### src/rtl/irq_router.sv
module irq_router #(
  parameter int NSRC = 16,
  parameter int AW   = 2
) (
  input  logic            clk,
  input  logic            rst_n,
  input  logic [NSRC-1:0] src_pend,
  input  logic            bus_wr,
  input  logic            bus_rd,
  input  logic [AW-1:0]   bus_addr,
  input  logic [NSRC-1:0] bus_wdata,
  output logic [NSRC-1:0] bus_rdata,
  output logic            irq_int,
  output logic            irq_ext
);
  localparam logic [AW-1:0] A_DIR  = AW'(0);
  localparam logic [AW-1:0] A_IIDX = AW'(1);
  localparam logic [AW-1:0] A_EIDX = AW'(2);

  logic [NSRC-1:0] dir_q;
  logic [NSRC-1:0] int_view;
  logic [NSRC-1:0] ext_view;
  logic [NSRC-1:0] rd_mux;

  assign int_view = src_pend & ~dir_q;
  assign ext_view = src_pend & dir_q;
  assign irq_int  = |int_view;

  always_comb begin
    case (bus_addr)
      A_DIR:   rd_mux = dir_q;
      A_IIDX:  rd_mux = int_view;
      A_EIDX:  rd_mux = ext_view;
      default: rd_mux = '0;
    endcase
  end

  always_ff @(posedge clk) begin
    if (!rst_n) begin
      dir_q     <= '0;
      irq_ext   <= 1'b0;
      bus_rdata <= '0;
    end else begin
      if (bus_wr && bus_addr == A_DIR) dir_q <= bus_wdata;
      irq_ext <= |ext_view;
      if (bus_rd) bus_rdata <= rd_mux;
    end
  end

  a_r2_dir_load: assert property (@(posedge clk) disable iff (!rst_n)
    bus_wr && bus_addr == A_DIR |=> dir_q == $past(bus_wdata));
  a_r7_view_write_ignored: assert property (@(posedge clk) disable iff (!rst_n)
    bus_wr && bus_addr != A_DIR |=> $stable(dir_q));
  a_r3_int_quiet: assert property (@(posedge clk) disable iff (!rst_n)
    (src_pend & ~dir_q) == '0 |-> !irq_int);
  a_r4_ext_registered: assert property (@(posedge clk) disable iff (!rst_n)
    1'b1 |=> irq_ext == $past(|(src_pend & dir_q)));
  a_r5_views_disjoint: assert property (@(posedge clk) disable iff (!rst_n)
    (int_view & ext_view) == '0 && (int_view | ext_view) == src_pend);
  a_r8_rdata_hold: assert property (@(posedge clk) disable iff (!rst_n)
    !bus_rd |=> $stable(bus_rdata));
  a_r8_unused_zero: assert property (@(posedge clk) disable iff (!rst_n)
    bus_rd && bus_addr == AW'(3) |=> bus_rdata == '0);
endmodule

### config.mk
export PLATFORM = sky130hd
export DESIGN_NAME = irq_router
export DESIGN_NICKNAME = d
export VERILOG_FILES = /design/src/rtl/irq_router.sv
export SDC_FILE = /design/constraint.sdc
export NUM_CORES = 1
export LEC_CHECK = 0
export BUFFER_PORTS_ARGS = -buffer_cell sky130_fd_sc_hd__buf_2
export CAP_MARGIN = 30
export CELL_PAD_IN_SITES_DETAIL_PLACEMENT = 2
export CELL_PAD_IN_SITES_GLOBAL_PLACEMENT = 2
export CORE_ASPECT_RATIO = 1.4
export CORE_MARGIN = 2
export CORE_UTILIZATION = 25
export CTS_CLUSTER_SIZE = 30
export DETAILED_ROUTE_END_ITERATION = 6
export GPL_ROUTABILITY_DRIVEN = 0
export GPL_TIMING_DRIVEN = 0
export PLACE_DENSITY_LB_ADDON = 0.1
export SLEW_MARGIN = 20
export SYNTH_ARGS = -nofsm -noshare
export SYNTH_HDL_FRONTEND = slang
export SYNTH_SLANG_ARGS = --single-unit
### constraint.sdc
create_clock -name clk -period 1.2 [get_ports clk]
set_input_delay 0.12 -clock clk [delete_from_list [all_inputs] [get_ports clk]]
set_output_delay 0.12 -clock clk [all_outputs]
set_load 0.02 [all_outputs]
## After elaboration in Yosys (flattened, before gate mapping)

Index checks and enable logic that the tools add are counted.
W data, S select, Z words.

| storage, ports and cells | value |
|---|---|
| register bits after elaboration | 33 |
| output and inout bits | 18 |
| word-level logic and storage cells | 13 |

| operators by class | value |
|---|---|
| equality and inequality tests | 2 |
| multiplexer cells | 1 |
| bitwise gates (word level) | 3 |
| reductions and logical operators | 4 |

Operator list:

| cell | count |
|---|---|
| $pmux W16 S3 | 1 |
| $and A16 B16 Y16 | 2 |
| $reduce_or A16 Y1 | 2 |
| $not A16 Y16 | 1 |
| $eq A2 B1 Y1 const B | 1 |
| $eq A2 B2 Y1 const B | 1 |
| $logic_not A2 Y1 | 1 |
| $logic_and A1 B1 Y1 | 1 |

## Depth between registers and ports, before layout

Gate-level depths: netlist of the first run.

| depth | value |
|---|---|
| depth in word-level cells | 3 |
| depth in mapped cells | 7 |
| depth with buffers taken out | 4 |

## Worst setup path before layout of the first run

No wires, ideal clock.

| path | value |
|---|---|
| path kind | register -> output |
| start | reg dir_q[14] |
| end | out irq_int |
| data arrival time | 1.056 ns |
| path slack | 0.024 ns |
| cell stages (with the launch flop) | 4 |
| path buffers | 0 |
| cell sequence | dfxtp_1 > nor2b_1 > a2111oi_0 > nand4_1 |

| between the ends | value |
|---|---|
| word-level cells in the longest chain between the ends | 3 |

Ends and longest elaborated chain:

| item | line | source |
|---|---|---|
| start, declared | 20 | `logic [NSRC-1:0] dir_q;` |
| start signal, assigned | 44 | `if (bus_wr && bus_addr == A_DIR) dir_q <= bus_wdata;` |
| $not A16 Y16 | 25 | `assign int_view = src_pend & ~dir_q;` |
| $and A16 B16 Y16 | 25 |  |
| $reduce_or A16 Y1 | 27 | `assign irq_int = \|int_view;` |
| end, declared | 13 | `output logic irq_int,` |

No other way between the ends.

## Final worst setup path of the first run

| path | value |
|---|---|
| start | reg dir_q[13] |
| end | out irq_int |

Same word-level chain as after synthesis.

==> results.cfg, run 1 <==
[synth]
ys.warnings.count = 0
post-synth-top-area-fraction = 0.3804
synth-seq-cells = 33
synthesis.instances = 212
yosysTopAreaCell = dfxtp_1
mappedNetlistNets = 250
netlist_top_cells_area = dfxtp_1, nand2_1, mux2i_1
synth_ff_type = dfxtp_1
seq_area_frac_synth = 0.3804
postSynth.asyncResetShare = 0
synth.distinct_cells = 26
syn-mean-instance-area_sq_um = 8.192
mappedNetlistArea_sq_mm = 0.001737
synth.top_cells.by_count = nand2_1, dfxtp_1, mux2i_1
synth_edf_count = 0
synthMostInstantiatedCell = nand2_1

[routing]
wirelength_um = 6086
drc = 0
via_count = 1719
vias_per_cell = 4.621
detail_route.first_pass.iterations = 4
detail_route.wl_per_cell_um = 16.36
dr.first_iter.drc_count = 51
route.antenna.remaining_nets = 0

[cells_and_area]
syn_to_final_growth_pct = 36.82
stdcell_count = 372
n_antenna_cell = 0
post_route_cells_drive_above_1_share = 0.4000
finalNetCount = 317
fillerInstances = 805

[run_status]
outcome = finished, violations left
failed_checks = negative setup slack

[critical_path]
required_worst_endpoint_ns = 1.08
worst_setup_path_start_kind = flip-flop
worst_ep_arrival_time_ns = 1.40
worst-path-max-fanout = 2
critPathCaptureType = output port
timing_worst_setup_path_type = flip-flop to output port

[grt]
grt_max_degree = 12
overflow = 0
grt_pass1_wl_um = 9804
global_route.usage.total = 0.1727
vias_in_the_first_global_route = 1834
grt_antenna_before_repair = 0

[clock_network]
cts_max_path_bufs = 2
tritoncts = built
cts_root_buffer = clkbuf_8
number_of_sinks_driven_by_the_clock_tree = 33
cts_max_level = 2
cts.clk_slew.worst_paths_ns = 0.07
tritoncts.num_buffers = 5
insertion_delay_ns = 0.29

[floorplan]
design.portCount = 56
floorplan.die_area_sq_mm = 0.007639
num_rows = 35
start_util = 0.2609
floorplan.die.width_um = 74.44
die_h_um = 102.6
floorplan_core_area_sq_mm = 0.006656

[placed_design]
dp.cells = 358
port_buffers = 54
hpwl_um = 4636

[sta]
report.final.setup_viol = 2
setup_slack_of_the_critical_path_after_layout_ns = -0.3168
setup_clock_skew_after_layout_ns = 0.006266
max_clock_freq_ghz = 0.6593
timing_hold_violations_final = 0
slew_violations = 0
rsz_0062_raised_after_global_routing = true
fin_crit_sh = 1.264
fin_crit_ns = 1.517
timing_worst_slew_pin_value_ns = 0.5314
hold_slack_ns = 0.06630
slew_headroom = 0.6458

[min_path]
min-delay-path-class = input pin to flip-flop

[power]
power_report.internal_total_mw = 2.013
worst_voltage_drop_across_the_vdd_grid_v = 0.0006206
power-per-cell-area_mw_per_mm2 = 1166
total_leakage_power_nw = 0.9871
share_of_power_burned_in_the_clock_network = 0.405
p_sw_frac = 0.2734
power_switching_mw = 0.7574
seq_power_share = 0.427
comb_power_share = 0.168
fin_total_pwr_mw = 2.771

[job]
max_cap_violations = 0
## cell families after synthesis
group,share of synthesized area
multiplexers,0.09222
AO/OA/AOI/OAI,0.2673
buffers and inverters,0.07421
AND/OR/NAND/NOR,0.1859
flip-flops,0.3804
## path summary, 6_finish.rpt
path,start,endpoint,slack (ns),cells after the start
setup / recovery,dir_q[13],irq_int,-0.32,4
hold / removal,bus_wdata[14],dir_q[14],0.07,3
setup reg to reg,dir_q[8],irq_ext,-0.03,5
hold reg to reg,bus_rdata[13],bus_rdata[13],0.49,1
## sequential cells by signal, summed over array words and instances (netlist names)
name and count:
bus_rdata 16, dir_q 16, irq_ext 1
## cell usage in the layout, fill, tap and decap left out, drive strengths merged, types with 2 or more instances in the layout
| cell type | count |
|---|---|
| nand4 | 2 |
| mux2i | 16 |
| clkbuf | 12 |
| nand2 | 65 |
| dfxtp | 33 |
| a21boi | 16 |
| inv | 13 |
| o22ai | 3 |
| a221oi | 5 |
| nor2b | 3 |
| o21ai | 15 |
| buf | 67 |
| a22oi | 3 |
| a31oi | 15 |
| a22o | 2 |
## final cells by class
type                       count  area (sq um)  share of cell area
timing repair buffer          60         325.3              0.1369
clock inverter                 2         37.54             0.01580
sequential                    33         693.2              0.2917
tap                           92         115.1             0.04845
buffer                        13         80.08             0.03370
inverter                      13         48.80             0.02054
clock buffer                   6         82.58             0.03476
multi-input combinational    153         993.5              0.4181
## power by group through the flow
stage,Sequential [mW],Combinational (mW),Clock [mW]
after floorplan,1.25,0.209,0
after global placement,1.21,0.434,0
after detailed placement,1.22,0.440,0
after CTS,1.18,0.469,1.16
after global routing,1.19,0.519,1.20
final,1.18,0.464,1.12
## stage by stage
stage                     worst slack [ns]    util  TNS [ns]  instance area [sq um]
after floorplan                    0.02426       -         0                   1737
after global placement             -0.3601  0.3188   -0.4672                   2122
after detailed placement           -0.3356  0.3188   -0.4450                   2122
after CTS                          -0.2843  0.3538   -0.3268                   2355
after global routing               -0.3891  0.3570   -0.4832                   2376
final                              -0.3168  0.3570   -0.3466                   2376
## worst max-delay path: stages (launching register included)
cell and delay, ns:
dfxtp_2 0.34, nor2b_2 0.06, a2111oi_4 0.35, nand4_1 0.18
buf_6 0.17
## layer usage
layer  track usage  vias up  wire length (um)
li1              -      873                 -
met1        0.2193      800              2755
met2        0.2954       39              3027
met3       0.03030        7               215
met4       0.05220        0                87
met5             0        -                 0
## repair_timing
action | CTS | global route
pin swaps | 6 | 5
setup buffers | 4 | 3
hold buffers | 0 | 0
setup endpoints to repair | 2 | 2
gates resized for setup | 31 | 4
hold endpoints to repair | 0 | 0
No activity file was read; power rests on OpenSTA's default activity.
==> run 2: changes to the inputs <==
CORE_UTILIZATION = 28   (was 25)
clock period = 1.4 ns   (was 1.2 ns; I/O delays follow)
==> results.cfg, run 2 (synthesized netlist as in run 1, its figures left out) <==
[clock_network]
number_of_sinks_driven_by_the_clock_tree = 33
tritoncts = built
cts_max_path_bufs = 2
cts.clk_slew.worst_paths_ns = 0.07
tritoncts.num_buffers = 5
insertion_delay_ns = 0.29
cts_root_buffer = clkbuf_8
cts_max_level = 2

[critical_path]
timing_worst_setup_path_type = flip-flop to output port
worstSetupStartpoint = dir_q[13]
critical_path_buf_inv_count = 1
cpLargestDelayFamily = flip-flops
worst-path-max-fanout = 2
required_worst_endpoint_ns = 1.26
worst_setup_path_start_kind = flip-flop
worst_ep_arrival_time_ns = 1.38
worstReg2RegStart = dir_q[5]
slowest_delay_ns = 0.34
worst_path_max_delay_cell = dfxtp_2
critPathCaptureType = output port
timing.critical_path.cells = nor2b_2 -> a2111oi_4 -> nand4_1 -> buf_4

[sta]
max_clock_freq_ghz = 0.6589
report.final.setup_viol = 1
setup_clock_skew_after_layout_ns = 0.003859
fin_crit_sh = 1.084
hold_slack_ns = 0.07550
timing_hold_violations_final = 0
setup_slack_of_the_critical_path_after_layout_ns = -0.1177
slew_headroom = 0.6532
timing_worst_slew_pin_value_ns = 0.5202
slew_violations = 0
fin_crit_ns = 1.518
rsz_0062_raised_after_global_routing = true

[floorplan]
start_util = 0.2921
design.portCount = 56
die_h_um = 97.19
num_rows = 33
floorplan.die_area_sq_mm = 0.006857
floorplan_core_area_sq_mm = 0.005946
floorplan.die.width_um = 70.56

[grt]
grt_antenna_before_repair = 0
global_route.usage.total = 0.1846
overflow = 0
grt_max_degree = 12
grt_pass1_wl_um = 9798
vias_in_the_first_global_route = 1871

[cells_and_area]
final_common_cell = nand2_1
final_cell_mix = nand2_1, buf_2, dfxtp_1, mux2i_1
syn_to_final_growth_pct = 32.71
largest_registers = bus_rdata (16), dir_q (16), irq_ext (1)
finalNetCount = 314
n_antenna_cell = 0
stdcell_count = 347
post_route_cells_drive_above_1_share = 0.3863

[power]
share_of_power_burned_in_the_clock_network = 0.406
comb_power_share = 0.164
fin_total_pwr_mw = 2.370
total_leakage_power_nw = 0.9647
power_report.internal_total_mw = 1.725
power-per-cell-area_mw_per_mm2 = 1028
worst_voltage_drop_across_the_vdd_grid_v = 0.0003734
p_sw_frac = 0.2721
seq_power_share = 0.430
power_switching_mw = 0.6448

[routing]
wirelength_um = 5791
via_count = 1746
detail_route.wl_per_cell_um = 16.69
dr.first_iter.drc_count = 34
vias_per_cell = 5.032
drc = 0
route.antenna.remaining_nets = 0
detail_route.first_pass.iterations = 4

[placed_design]
place_worst_setup_slack_ns = -0.2422
port_buffers = 54
dp.cells = 336
hpwl_um = 4500

[run_status]
outcome = finished, violations left
failed_checks = negative setup slack

[job]
max_cap_violations = 0

[min_path]
holdCritStartpoint = bus_wdata[14]
min-delay-path-class = input pin to flip-flop
## run 2: layer usage
metal | wire (um) | global-route usage | vias to the layer above | share of wire
met4 | 121 | 0.06967 | 0 | 0.021
met5 | 0 | 0 | - | 0
li1 | - | - | 868 | -
met3 | 256 | 0.03320 | 9 | 0.044
met1 | 2523 | 0.2316 | 824 | 0.44
met2 | 2890 | 0.3113 | 45 | 0.50
## run 2: layout make-up
type                            count  area (sq um)
Buffer                             13         80.08
Clock buffer                        6         82.58
Clock inverter                      2         37.54
Fill cell                         740          3641
Inverter                           13         48.80
Multi-Input combinational cell    153         987.2
Sequential cell                    33         685.7
Tap cell                           70         87.58
Timing Repair Buffer               57         295.3
## run 2: final timing paths
path,cells past startpoint,slack [ns],end
setup / recovery,4,-0.12,irq_int
hold / removal,3,0.08,dir_q[14]
setup reg to reg,4,0.02,irq_ext
hold reg to reg,1,0.48,bus_rdata[13]
## run 2: repair_timing
| item | CTS | global route |
|---|---|---|
| gates resized for setup | 26 | 1 |
| hold buffers | 0 | 0 |
| cloned | 0 | 0 |
| pin swaps | 2 | 1 |
| setup buffers | 3 | 0 |
| endpoints found under the setup margin | 1 | 1 |
## run 2: per-stage QoR
step / cell area, sq um / setup TNS, ns / util
5_1_grt: 2305 / -0.1782 / 0.3876
6_report: 2305 / -0.1177 / 0.3876
2_1_floorplan: 1737 / 0 / -
3_3_place_gp: 2095 / -0.1933 / 0.3523
4_1_cts: 2298 / -0.1451 / 0.3866
3_5_place_dp: 2095 / -0.2422 / 0.3523
## run 2: power groups by stage
stage / Clock [mW] / Combinational [mW] / Sequential, mW
4_1_cts: 1.00 / 0.394 / 1.02
3_3_place_gp: 0 / 0.368 / 1.04
6_report: 0.963 / 0.389 / 1.02
5_1_grt: 1.04 / 0.434 / 1.03
2_1_floorplan: 0 / 0.179 / 1.07
3_5_place_dp: 0 / 0.374 / 1.04
## run 2: worst min-delay path: cells and delay by family
kind                   cells  cell delay, ns
AND/OR/NAND/NOR            1            0.06
AO/OA/AOI/OAI              1            0.04
buffers and inverters      1            0.09
